===== src/rtl/mac_pkg.sv =====
package mac_pkg;

   typedef enum logic {
      MODE_WRAP = 1'b0,
      MODE_SAT  = 1'b1
   } acc_mode_e;

   typedef enum logic [1:0] {
      ACT_HOLD  = 2'd0,
      ACT_CLEAR = 2'd1,
      ACT_LOAD  = 2'd2,
      ACT_MAC   = 2'd3
   } acc_act_e;

   function automatic acc_act_e pick_action(input logic clr, input logic load, input logic valid);
      if (clr)        return ACT_CLEAR;
      else if (load)  return ACT_LOAD;
      else if (valid) return ACT_MAC;
      else            return ACT_HOLD;
   endfunction

endpackage


===== src/rtl/mac_prod.sv =====
module mac_prod #(
   parameter int OP_W  = 16,
   parameter int ACC_W = 32
) (
   input  logic [OP_W-1:0]  op_a,
   input  logic [OP_W-1:0]  op_b,
   output logic [ACC_W-1:0] prod_x,
   output logic             prod_neg
);
   localparam int PROD_W = 2 * OP_W;

   logic signed [PROD_W-1:0] prod;

   assign prod = PROD_W'($signed(op_a)) * PROD_W'($signed(op_b));

   generate
      if (ACC_W > PROD_W) begin : g_ext
         assign prod_x = {{(ACC_W-PROD_W){prod[PROD_W-1]}}, prod};
      end else begin : g_exact
         assign prod_x = prod;
      end
   endgenerate

   assign prod_neg = prod[PROD_W-1];

endmodule


===== src/rtl/mac_lo_add.sv =====
module mac_lo_add #(
   parameter int ACC_W = 32
) (
   input  logic [ACC_W-1:0] lo_old,
   input  logic [ACC_W-1:0] prod_x,
   output logic [ACC_W-1:0] sum,
   output logic             carry,
   output logic             ovf
);
   localparam int MSB = ACC_W - 1;

   logic [ACC_W:0] wide;

   assign wide  = {1'b0, lo_old} + {1'b0, prod_x};
   assign sum   = wide[ACC_W-1:0];
   assign carry = wide[ACC_W];
   assign ovf   = (prod_x[MSB] == lo_old[MSB]) && (sum[MSB] != prod_x[MSB]);

endmodule


===== src/rtl/mac_acc_regs.sv =====
module mac_acc_regs
   import mac_pkg::*;
#(
   parameter int ACC_W = 32
) (
   input  logic             clk,
   input  logic             rst_n,
   input  logic             clr,
   input  logic             load,
   input  logic             valid,
   input  logic             sat_mode,
   input  logic [ACC_W-1:0] load_hi,
   input  logic [ACC_W-1:0] load_lo,
   input  logic [ACC_W-1:0] sum,
   input  logic             carry,
   input  logic             ovf,
   input  logic             prod_neg,
   output logic [ACC_W-1:0] acc_hi,
   output logic [ACC_W-1:0] acc_lo
);
   localparam logic [ACC_W-1:0] POS_LIM = {1'b0, {(ACC_W-1){1'b1}}};
   localparam logic [ACC_W-1:0] NEG_LIM = {1'b1, {(ACC_W-1){1'b0}}};
   localparam logic [ACC_W-1:0] ONE     = ACC_W'(1);

   acc_act_e  act;
   acc_mode_e mode;
   logic [ACC_W-1:0] hi_nxt, lo_nxt, hi_mac, lo_mac;

   assign act  = pick_action(clr, load, valid);
   assign mode = acc_mode_e'(sat_mode);

   always_comb begin
      hi_mac = acc_hi;
      lo_mac = sum;
      if (mode == MODE_SAT) begin
         if (ovf) begin
            hi_mac = acc_hi | ONE;
            lo_mac = prod_neg ? NEG_LIM : POS_LIM;
         end
      end else begin
         hi_mac = acc_hi + {ACC_W{prod_neg}} + ACC_W'(carry);
      end
   end

   always_comb begin
      unique case (act)
         ACT_CLEAR: begin hi_nxt = '0;      lo_nxt = '0;      end
         ACT_LOAD:  begin hi_nxt = load_hi; lo_nxt = load_lo; end
         ACT_MAC:   begin hi_nxt = hi_mac;  lo_nxt = lo_mac;  end
         default:   begin hi_nxt = acc_hi;  lo_nxt = acc_lo;  end
      endcase
   end

   always_ff @(posedge clk or negedge rst_n) begin
      if (!rst_n) begin
         acc_hi <= '0;
         acc_lo <= '0;
      end else begin
         acc_hi <= hi_nxt;
         acc_lo <= lo_nxt;
      end
   end

   // a clear empties both words
   a_r7_clear_zeroes: assert property (@(posedge clk) disable iff (!rst_n)
      clr |=> (acc_hi == '0) && (acc_lo == '0));

   // a load without clear writes the load values
   a_r8_load_writes: assert property (@(posedge clk) disable iff (!rst_n)
      (load && !clr) |=> (acc_hi == $past(load_hi)) && (acc_lo == $past(load_lo)));

   // idle cycles hold both words
   a_r9_idle_hold: assert property (@(posedge clk) disable iff (!rst_n)
      (!valid && !clr && !load) |=> $stable(acc_hi) && $stable(acc_lo));

   // saturating mode without overflow leaves the high word alone
   a_r3_no_overflow: assert property (@(posedge clk) disable iff (!rst_n)
      (valid && sat_mode && !ovf && !clr && !load) |=> $stable(acc_hi));

   // positive overflow clamps to the largest value and flags
   a_r4_pos_clamp: assert property (@(posedge clk) disable iff (!rst_n)
      (valid && sat_mode && ovf && !prod_neg && !clr && !load)
      |=> (acc_lo == POS_LIM) && acc_hi[0]
          && (acc_hi[ACC_W-1:1] == $past(acc_hi[ACC_W-1:1])));

   // negative overflow clamps to the smallest value and flags
   a_r5_neg_clamp: assert property (@(posedge clk) disable iff (!rst_n)
      (valid && sat_mode && ovf && prod_neg && !clr && !load)
      |=> (acc_lo == NEG_LIM) && acc_hi[0]
          && (acc_hi[ACC_W-1:1] == $past(acc_hi[ACC_W-1:1])));

   // the sticky flag survives saturating operations and idle cycles
   a_r6_sticky: assert property (@(posedge clk) disable iff (!rst_n)
      (acc_hi[0] && !clr && !load && (sat_mode || !valid)) |=> acc_hi[0]);

endmodule


===== src/rtl/sat_mac_unit.sv =====
module sat_mac_unit #(
   parameter int OP_W  = 16,
   parameter int ACC_W = 32
) (
   input  logic             clk,
   input  logic             rst_n,
   input  logic             op_valid,
   input  logic [OP_W-1:0]  op_a,
   input  logic [OP_W-1:0]  op_b,
   input  logic             sat_mode,
   input  logic             acc_clr,
   input  logic             acc_load,
   input  logic [ACC_W-1:0] load_hi,
   input  logic [ACC_W-1:0] load_lo,
   output logic [ACC_W-1:0] acc_hi,
   output logic [ACC_W-1:0] acc_lo
);
   localparam int FULL_W = 2 * ACC_W;

   generate
      if (OP_W < 2) begin : g_bad_op
         $error("sat_mac_unit: OP_W must be at least 2");
      end
      if (ACC_W < 2 * OP_W) begin : g_bad_acc
         $error("sat_mac_unit: ACC_W must hold the full product");
      end
   endgenerate

   logic [ACC_W-1:0] prod_x, sum;
   logic             prod_neg, carry, ovf;

   mac_prod #(.OP_W(OP_W), .ACC_W(ACC_W)) u_prod (
      .op_a     (op_a),
      .op_b     (op_b),
      .prod_x   (prod_x),
      .prod_neg (prod_neg)
   );

   mac_lo_add #(.ACC_W(ACC_W)) u_add (
      .lo_old (acc_lo),
      .prod_x (prod_x),
      .sum    (sum),
      .carry  (carry),
      .ovf    (ovf)
   );

   mac_acc_regs #(.ACC_W(ACC_W)) u_regs (
      .clk      (clk),
      .rst_n    (rst_n),
      .clr      (acc_clr),
      .load     (acc_load),
      .valid    (op_valid),
      .sat_mode (sat_mode),
      .load_hi  (load_hi),
      .load_lo  (load_lo),
      .sum      (sum),
      .carry    (carry),
      .ovf      (ovf),
      .prod_neg (prod_neg),
      .acc_hi   (acc_hi),
      .acc_lo   (acc_lo)
   );

   // wrap mode adds the sign-extended product to the 64-bit value
   logic signed [FULL_W-1:0] chk_prod;
   assign chk_prod = FULL_W'($signed(op_a)) * FULL_W'($signed(op_b));

   a_r2_wrap_accum: assert property (@(posedge clk) disable iff (!rst_n)
      (op_valid && !sat_mode && !acc_clr && !acc_load)
      |=> {acc_hi, acc_lo} == $past({acc_hi, acc_lo} + chk_prod));

endmodule


===== config.mk =====
export PLATFORM = sky130hd
export DESIGN_NAME = sat_mac_unit
export DESIGN_NICKNAME = d
export VERILOG_FILES = /design/src/rtl/mac_pkg.sv /design/src/rtl/mac_prod.sv /design/src/rtl/mac_lo_add.sv /design/src/rtl/mac_acc_regs.sv /design/src/rtl/sat_mac_unit.sv
export SDC_FILE = /design/constraint.sdc
export NUM_CORES = 1
export LEC_CHECK = 0
export ABC_AREA = 1
export BUFFER_PORTS_ARGS = -buffer_cell sky130_fd_sc_hd__buf_2
export CAP_MARGIN = 5
export CORE_MARGIN = 2
export CORE_UTILIZATION = 54
export CTS_BUF_LIST = sky130_fd_sc_hd__clkbuf_4
export DETAILED_ROUTE_END_ITERATION = 12
export GPL_TIMING_DRIVEN = 0
export MAX_ROUTING_LAYER = met4
export PLACE_DENSITY = 0.76
export SLEW_MARGIN = 0
export SYNTH_ARGS = -nofsm -noshare
export SYNTH_HDL_FRONTEND = slang
export SYNTH_SLANG_ARGS = --single-unit

===== constraint.sdc =====
create_clock -name clk -period 4.6 [get_ports clk]
set_input_delay 0.46 -clock clk [delete_from_list [all_inputs] [get_ports clk]]
set_output_delay 0.46 -clock clk [all_outputs]
set_load 0.02 [all_outputs]

==> results of run 1 <==
==> worst max-delay path, delay by kind of cell <==
| family | cells | cell delay, ps |
|---|---|---|
| fa+ha+maj | 10 | 4360 |
| simple gates | 22 | 1800 |
| buf+inv | 15 | 1270 |
| compound gates | 5 | 620 |
| xor+xnor | 1 | 180 |
==> path summary, 6_finish.rpt <==
check | endpoint | cells after the start
setup / recovery | u_regs.acc_hi[6] | 53
hold / removal | u_regs.acc_hi[28] | 1
setup reg to reg | u_regs.acc_hi[6] | 31
hold reg to reg | u_regs.acc_hi[20] | 1
max in group asynchronous | u_regs.acc_lo[16] | 1
min in group clk | u_regs.acc_hi[22] | 5
==> cell usage in the layout, fill, tap and decap left out, types with 12 or more instances in the layout <==
cell,n
nor3_1,12
fa_2,19
nand2_4,20
o21ai_0,31
nor2_2,13
o21ai_1,28
buf_6,23
ha_4,20
a21oi_2,53
clkbuf_4,18
nand2_2,123
buf_4,109
clkbuf_8,13
clkbuf_1,21
nand2_1,574
inv_1,513
clkbuf_16,29
xor2_1,22
inv_2,44
fa_1,247
nand3_1,39
buf_8,13
xnor2_1,24
ha_1,127
buf_2,135
nor2_1,130
dfrtp_1,64
a21oi_1,112
a21o_1,26
nand3_2,16
==> layout make-up <==
class | count | area, sq um | share of cell area (%)
Tap cell | 442 | 553 | 2.49
Multi-Input combinational cell | 1740 | 14500 | 65.5
Inverter | 565 | 2140 | 9.63
Buffer | 85 | 1230 | 5.55
Clock inverter | 2 | 8.76 | 0.0395
Sequential cell | 64 | 1600 | 7.22
Clock buffer | 12 | 90.1 | 0.406
Timing Repair Buffer | 279 | 2030 | 9.15
Antenna cell | 1 | 2.50 | 0.0113
==> cell families after synthesis <==
logic type / synth area share, %
adder cells (fa/ha/maj): 40.8
AND/OR/NAND/NOR: 23.2
flip-flops: 9.11
buffers and inverters: 14.2
AO/OA/AOI/OAI: 10.2
XOR/XNOR: 2.59
==> routing by layer <==
metal  share of wire, %  vias up  wire length [um]
li1                   -     7942                 -
met3                7.6      152              4110
met1                 42     8025             22700
met4                4.4        0              2350
met2                 46      768             24600
met5                  0        -                 0
==> timing repair <==
| item | 4_1_cts | 5_1_grt |
|---|---|---|
| hold buffers | 0 | 0 |
| cloned | 4 | 0 |
| gates resized for setup | 248 | 117 |
| pin swaps | 109 | 103 |
| buffers inserted | 106 | 30 |
| endpoints found under the setup margin | 64 | 64 |
==> stage by stage <==
step / utilization (%) / instances / TNS, ps
after floorplan: - / 2453 / -185670
after global placement: 60.1 / 3035 / -270520
after detailed placement: 60.1 / 3035 / -274780
after CTS: 66.8 / 3159 / -203760
after global routing: 68.7 / 3190 / -239240
final: 68.7 / 3190 / -222870
==> state kept, by name, indices dropped and copies added (netlist names) <==
signal	flops
u_regs.acc_hi	32
u_regs.acc_lo	32
==> flow_summary_export.csv, run 1 <==
group,metric,value,unit
floorplan,dieArea,34000,sq um
sta,finalCritPeriodShare,182,%
global_routing,grt_max_degree,65,
placement,gp_congestion,0.972,
global_routing,grt_first_pass_wirelength,85500,um
drt,drt-vias-per-instance,5.29,
global_routing,grt_use_met3,4.56,%
sta,fmax,120,MHz
synth,synth_cell_types,49,
setup_path,cp-startpoint,"op_a[7]",
synth,ys_async_sr_fraction,100,%
finish,final_cell_area,22200,sq um
sta,layout_setup_ws,-3750,ps
setup_path,arrival,8740,ps
clock_tree,clock-root-buffer,"clkbuf_4",
synth,synthFlopType,"dfrtp_1",
floorplan,std_cell_rows,66,
synth,synth_seq_area_share,9.11,%
synth,synth_edf_count,0,
sta,slew_violations,0,
clock_tree,htreeDepth,3,
sta,rsz0062_at_grt,"yes",
floorplan,dieHeight,184,um
synth,synth_nets,2968,
setup_path,required,4990,ps
global_routing,track_usage,33.1,%
clock_tree,cts_tree,"built",
placement,dpl.hpwl,41000,um
setup_path,crit_slowest_cell,"fa_2",
global_routing,use_met1,43.5,%
floorplan,core-area,32300,sq um
clock_tree,numCtsBuffers,9,
sta,relSlewSlack,42.1,%
drt,drc,0,
clock_tree,clk_latency,480,ps
floorplan,floorplan.initialDensity,54.4,%
setup_path,crit_fanout,6,
synth,yosys_warnings,0,
drt,ant_nets,0,
global_routing,antenna_found_initial,1,
run_status,violations,"negative setup slack",
flow_run,maxCapViolations,0,
placement,numPortBuffers,140,
floorplan,io_pins,166,
sta,fin_crit,8350,ps
synth,synth-seq-cells,64,
hold_path,hold_class,"input pin to async pin",
setup_path,worst_r2r_startpoint,"u_regs.acc_lo[0]",
synth,syn_area,17600,sq um
setup_path,cpPeakStageDelay,580,ps
clock_tree,clockBufferDepth,2,
floorplan,fp.dieW,184,um
synth,synth_common_cells,"646 x nand2_1, 549 x inv_1, 266 x fa_1",
synth,avgSynthCellArea,7.16,sq um
setup_path,cp_common_cell,"nand2_2",
drt,vias,16900,
setup_path,critPathKind,"input pin to flip-flop",
global_routing,grt_pass1_vias,17100,
finish,finalNetCount,3259,
finish,layout-drive-gt1-share,26.1,%
sta,holdWs,64.9,ps
sta,setup_viol,64,
sta,fin_worst_skew,21.3,ps
global_routing,grt_overflow,0,
drt,first_pass_iters,5,
sta,worstMarginPinSlew,869,ps
finish,nFillCells,2658,
clock_tree,clk_pin_slew,120,ps
placement,pre_cts_slack,-4840,ps
synth,synth_top_cell_by_area,"fa_1",
sta,hold_viol_final,0,
finish,syn2layout_area_growth,26.2,%
drt,wire_per_inst,16.9,um
synth,yosysMostFrequentCell,"nand2_1",
placement,placed_area,19400,sq um
global_routing,grt_util_met2,51.7,%
run_status,status,"complete, but fails checks",
setup_path,reg2reg_slack,140,ps
global_routing,busiest_layer,"met2",
drt,wl,53800,um
clock_tree,cts.sinks,64,
synth,synth_top_cell_area_share,30.3,%
synth,synth_area_leaders,"fa_1 30%, nand2_1 14%, inv_1 12%",
synth,syn_inst,2453,
drt,dr.first_iter.drc_count,1341,
setup_path,cp-end-kind,"flip-flop",
setup_path,worst_setup_path_start_kind,"input pin",
Power of run 1 is left out: the tool's default activity adds up to more than one toggle a clock period on the data nets, which glitch-free logic cannot reach.
==> run 2, diff against run 1 <==
--- a/config.mk
+++ b/config.mk
@@ -13,9 +13,9 @@
 export CTS_BUF_LIST = sky130_fd_sc_hd__clkbuf_4
 export DETAILED_ROUTE_END_ITERATION = 12
 export GPL_TIMING_DRIVEN = 0
-export MAX_ROUTING_LAYER = met4
-export PLACE_DENSITY = 0.76
+export PLACE_DENSITY = 0.81
 export SLEW_MARGIN = 0
 export SYNTH_ARGS = -nofsm -noshare
 export SYNTH_HDL_FRONTEND = slang
+export SYNTH_HIERARCHICAL = 1
 export SYNTH_SLANG_ARGS = --single-unit
==> flow_summary_export.csv, run 2 <==
group,metric,value,unit
clock_tree,cts.sinks,64,
floorplan,io_pins,166,
clock_tree,numCtsBuffers,9,
floorplan,floorplan.initialDensity,54.7,%
synth,synth_seq_area_share,8.78,%
synth,ys_async_sr_fraction,100,%
synth,synth_top_cell_area_share,29.1,%
setup_path,critPathKind,"input pin to flip-flop",
global_routing,grt_overflow,0,
placement,placed_area,20300,sq um
clock_tree,clockBufferDepth,2,
drt,dr_wl_met2,27900,um
synth,yosys_warnings,6,
global_routing,antenna_found_initial,1,
setup_path,path_delay_family,"adder cells",
synth,syn_inst,2666,
drt,vias,18200,
sta,relSlewSlack,40.0,%
floorplan,core-area,33400,sq um
synth,syn_area,18200,sq um
setup_path,cp_common_cell,"nand2_2",
setup_path,crit_buf_inv,14,
finish,final_common_cell,"nand2_1",
drt,wire_per_inst,17.5,um
global_routing,grt_max_degree,65,
synth,synthFlopType,"dfrtp_1",
drt,met1_length,23600,um
sta,hold_viol_final,0,
setup_path,crit_slowest_cell,"fa_2",
drt,drc,0,
placement,dpl.hpwl,46000,um
global_routing,grt_first_pass_wirelength,95400,um
drt,drt-vias-per-instance,5.39,
synth,synth_edf_count,0,
finish,top_regs,"u_regs/acc_hi: 32 flops, u_regs/acc_lo: 32 flops",
sta,worstMarginPinSlew,895,ps
finish,layout_common_cells,"757 x nand2_1, 609 x inv_1, 252 x fa_1",
floorplan,fp.dieW,188,um
floorplan,dieArea,35300,sq um
global_routing,grt_pass1_vias,18700,
sta,layout_setup_ws,-3040,ps
clock_tree,clk_latency,480,ps
finish,final_cell_area,23000,sq um
floorplan,dieHeight,188,um
setup_path,arrival,7990,ps
synth,avgSynthCellArea,6.84,sq um
drt,highest_layer,"met4",
synth,synth_cell_types,40,
drt,wl,59000,um
synth,synth-seq-cells,64,
placement,numPortBuffers,138,
sta,fin_crit,7640,ps
clock_tree,clock-root-buffer,"clkbuf_4",
drt,ant_nets,0,
clock_tree,clk_pin_slew,140,ps
sta,slew_violations,0,
finish,finalNetCount,3437,
sta,setup_viol,64,
drt,first_pass_iters,6,
setup_path,cp-end-kind,"flip-flop",
setup_path,cpPeakStageDelay,670,ps
synth,synth_common_cells,"829 x nand2_1, 635 x inv_1, 265 x fa_1",
sta,fmax,131,MHz
sta,rsz0062_at_grt,"yes",
global_routing,track_usage,34.3,%
flow_run,maxCapViolations,0,
synth,synth_top_cell_by_area,"fa_1",
synth,synth_nets,3177,
finish,layout-drive-gt1-share,22.9,%
setup_path,required,4950,ps
clock_tree,htreeDepth,3,
sta,finalCritPeriodShare,166,%
drt,dr.first_iter.drc_count,1478,
clock_tree,cts_tree,"built",
floorplan,std_cell_rows,67,
run_status,status,"complete, but fails checks",
finish,syn2layout_area_growth,26.1,%
run_status,violations,"negative setup slack",
setup_path,crit_fanout,7,
sta,fin_worst_skew,39.7,ps
sta,tns,-175350,ps
placement,gp_congestion,0.991,
finish,nFillCells,2765,
drt,wl_met3,4990,um
synth,synth_area_leaders,"fa_1 29%, nand2_1 17%, inv_1 13%",
synth,yosysMostFrequentCell,"nand2_1",
setup_path,worst_setup_path_start_kind,"input pin",
hold_path,hold_class,"input pin to async pin",
[run 2: timing repair]
action | 4_1_cts | 5_1_grt
setup endpoints to repair | 64 | 64
gates resized for setup | 292 | 90
pin swaps | 84 | 71
gates cloned | 6 | 0
hold buffers | 0 | 0
buffers inserted | 86 | 19
hold endpoints to repair | 0 | 0
[run 2: per-layer routing]
metal,vias up,global-route usage (%)
met1,8657,44.2
met4,0,12.5
met3,202,6.16
met5,-,0
met2,859,57.9
li1,8512,-
[run 2: through the flow]
step	utilization, %	setup WS [ps]	std cells	hold WS (ps)
after global routing	68.9	-3280	3381	132
after detailed placement	60.7	-4140	3252	525
after CTS	67.4	-2850	3360	62.2
after global placement	60.7	-4000	3252	509
after floorplan	-	-2740	2666	164
final	68.9	-3040	3381	81.4
[run 2: cell families after synthesis]
logic type | after synthesis | synth area share, %
and+or+nand+nor | 1208 | 27.8
buffers and inverters | 729 | 15.1
adders and majority gates | 409 | 39.0
AOI/OAI and AO/OA | 206 | 6.95
DFF | 64 | 8.78
xor gates and xnor gates | 50 | 2.40
[run 2: area by class of cell]
cell class / instances / area (sq um) / share of cell area, %
Antenna cell: 2 / 5.00 / 0.0218
Clock inverter: 5 / 23.8 / 0.103
Inverter: 646 / 2440 / 10.6
Timing Repair Buffer: 248 / 1720 / 7.47
Clock buffer: 11 / 82.6 / 0.359
Buffer: 83 / 1260 / 5.46
Sequential cell: 64 / 1600 / 6.97
Tap cell: 448 / 561 / 2.44
Multi-Input combinational cell: 1874 / 15300 / 66.5
[run 2: worst paths after layout]
kind                              startpoint                 to  slack (ps)  cells after the start
max                                 op_a[15]  u_regs/acc_hi[31]       -3040                     48
min                                    rst_n  u_regs/acc_hi[13]          80                      1
max reg2reg                 u_regs/acc_lo[0]  u_regs/acc_hi[30]         940                     26
min reg2reg                u_regs/acc_hi[26]  u_regs/acc_hi[26]         540                      2
max in group asynchronous              rst_n   u_regs/acc_hi[1]        3950                      1
min in group clk                  load_hi[2]   u_regs/acc_hi[2]         180                      3
Power of run 2 is left out for the same reason.
==> run 3, diff against run 2 <==
==> constraint.sdc (replaced) <==
create_clock -name clk -period 7.3 [get_ports clk]
set_input_delay 0.73 -clock clk [delete_from_list [all_inputs] [get_ports clk]]
set_output_delay 0.73 -clock clk [all_outputs]
set_load 0.02 [all_outputs]
==> flow_summary_export.csv, run 3 (synthesis gave the netlist of run 2 again) <==
group,metric,value,unit
floorplan,core-area,33400,sq um
finish,multi_input_area,15200,sq um
sta,worstMarginPinSlew,839,ps
run_status,violations,"negative setup slack",
setup_path,arrival,8260,ps
sta,rsz0062_at_grt,"yes",
run_status,status,"complete, but fails checks",
global_routing,use_met1,43.4,%
placement,gp_congestion,0.984,
global_routing,track_usage,34.4,%
clock_tree,htreeDepth,3,
floorplan,dieArea,35300,sq um
drt,drt-vias-per-instance,5.40,
sta,fin_worst_skew,24.0,ps
setup_path,critPathKind,"input pin to flip-flop",
floorplan,dieHeight,188,um
sta,relSlewSlack,44.0,%
clock_tree,cts.sinks,64,
finish,final_common_cell,"nand2_1",
drt,wire_per_inst,17.8,um
floorplan,std_cell_rows,67,
sta,slew_violations,0,
sta,finalCritPeriodShare,108,%
finish,utilization,67.9,%
global_routing,busiest_layer,"met2",
clock_tree,clock-root-buffer,"clkbuf_4",
setup_path,required,7670,ps
finish,nFillCells,2828,
setup_path,cpPeakStageDelay,560,ps
placement,placed_area,20100,sq um
global_routing,grt_max_degree,65,
sta,fmax,127,MHz
global_routing,grt_pass1_vias,18700,
finish,layout_common_cells,"769 x nand2_1, 613 x inv_1, 254 x fa_1",
sta,fin_crit,7890,ps
drt,ant_nets,0,
sta,hold_viol_final,0,
finish,final_cell_area,22600,sq um
setup_path,crit_slowest_cell,"fa_1",
global_routing,grt_util_met2,59.4,%
placement,place_inst,3252,
sta,tns,-19970,ps
placement,dpl.hpwl,46800,um
setup_path,crit_fanout,8,
setup_path,reg2reg_to,"u_regs/acc_hi[8]",
drt,wl,60100,um
placement,numPortBuffers,138,
clock_tree,clk_pin_slew,120,ps
setup_path,reg2reg_slack,3680,ps
setup_path,worstRegToRegCells,23,
clock_tree,clk_latency,490,ps
clock_tree,cts_tree,"built",
sta,setup_viol,63,
drt,drc,0,
finish,top_regs,"u_regs/acc_hi: 32 flops, u_regs/acc_lo: 32 flops",
finish,syn2layout_area_growth,24.2,%
clock_tree,clockBufferDepth,2,
flow_run,maxCapViolations,0,
global_routing,grt_first_pass_wirelength,95200,um
setup_path,worst_setup_path_start_kind,"input pin",
hold_path,hold_class,"input pin to async pin",
finish,finalNetCount,3426,
sta,layout_setup_ws,-587,ps
drt,dr.first_iter.drc_count,1670,
setup_path,worst_r2r_startpoint,"u_regs/acc_lo[0]",
clock_tree,numCtsBuffers,9,
setup_path,crit_buf_inv,9,
drt,first_pass_iters,6,
finish,regArea,1600,sq um
finish,instances_no_fill,3370,
clock_tree,cts_hold_buf,0,
floorplan,fp.dieW,188,um
global_routing,grt_use_met3,6.16,%
global_routing,antenna_found_initial,2,
finish,layout-drive-gt1-share,21.6,%
setup_path,cp-end-kind,"flip-flop",
setup_path,path_delay_family,"adder cells",
global_routing,grt_overflow,0,
floorplan,io_pins,166,
floorplan,floorplan.initialDensity,54.7,%
drt,vias,18200,
run 3: cell count changes in the layout (fill, tap and decap cells not counted), moves of 5 or more:
cell,previous run,this run
nand2_1,757,769
buf_6,18,13
o21ai_0,12,17
nor2_2,29,23
o21ai_1,14,7
nand2_4,28,21
nand2_2,80,75
a21oi_1,80,86
nand3_2,28,21
a21oi_2,29,24
run 3: worst register-to-register path: stages (launching register included):
cell      delay (ps)
dfrtp_1          420
ha_1             240
fa_1             410
nand2_1           90
nand2_1           90
and2_4           170
nand2_2           60
nand2_2           80
nand2_2           80
nand2_4           60
nand2_2           80
nand2_2           60
nand2_1           90
nand2_2           80
inv_2             60
fa_2             210
inv_4             50
fa_2             400
nand3_2          110
nand3_4          120
nand2_4          120
nand3_4           90
xnor2_1          240
o211ai_1         110
run 3: how the worst max path moves through the flow:
stage / startpoint / end / slack, ps / cells after the start
2_1_floorplan: op_b[6] / u_regs/acc_hi[24] / -310 / 44
3_3_place_gp: op_a[14] / u_regs/acc_hi[16] / -1840 / 42
3_5_place_dp: op_a[14] / u_regs/acc_hi[16] / -1980 / 42
4_1_cts: op_a[15] / u_regs/acc_hi[24] / -430 / 41
5_1_grt: op_a[6] / u_regs/acc_hi[19] / -820 / 45
6_report: op_b[11] / u_regs/acc_hi[8] / -590 / 41
run 3: stage by stage:
step	hold slack, ps	setup slack (ps)
6_report	330	-587
5_1_grt	349	-818
3_5_place_dp	514	-1980
4_1_cts	335	-430
3_3_place_gp	511	-1840
2_1_floorplan	434	-307
run 3: repair_timing:
action	CTS	global route
setup buffers	81	19
endpoints found under the setup margin	64	64
gates resized for setup	290	73
gates cloned	2	0
pin swaps	112	71
run 3: area by class of cell:
type	count	area share (%)
Clock inverter	7	0.171
Tap cell	448	2.48
Timing Repair Buffer	238	6.85
Clock buffer	9	0.298
Antenna cell	2	0.0221
Sequential cell	64	7.07
Buffer	82	5.25
Inverter	646	10.8
Multi-Input combinational cell	1874	67.1
run 3: routing by layer:
| layer | vias up | wire length (um) |
|---|---|---|
| met1 | 8742 | 23900 |
| li1 | 8475 | - |
| met5 | - | 13 |
| met2 | 794 | 29000 |
| met3 | 171 | 4680 |
| met4 | 2 | 2450 |
Power of run 3 is left out for the same reason.
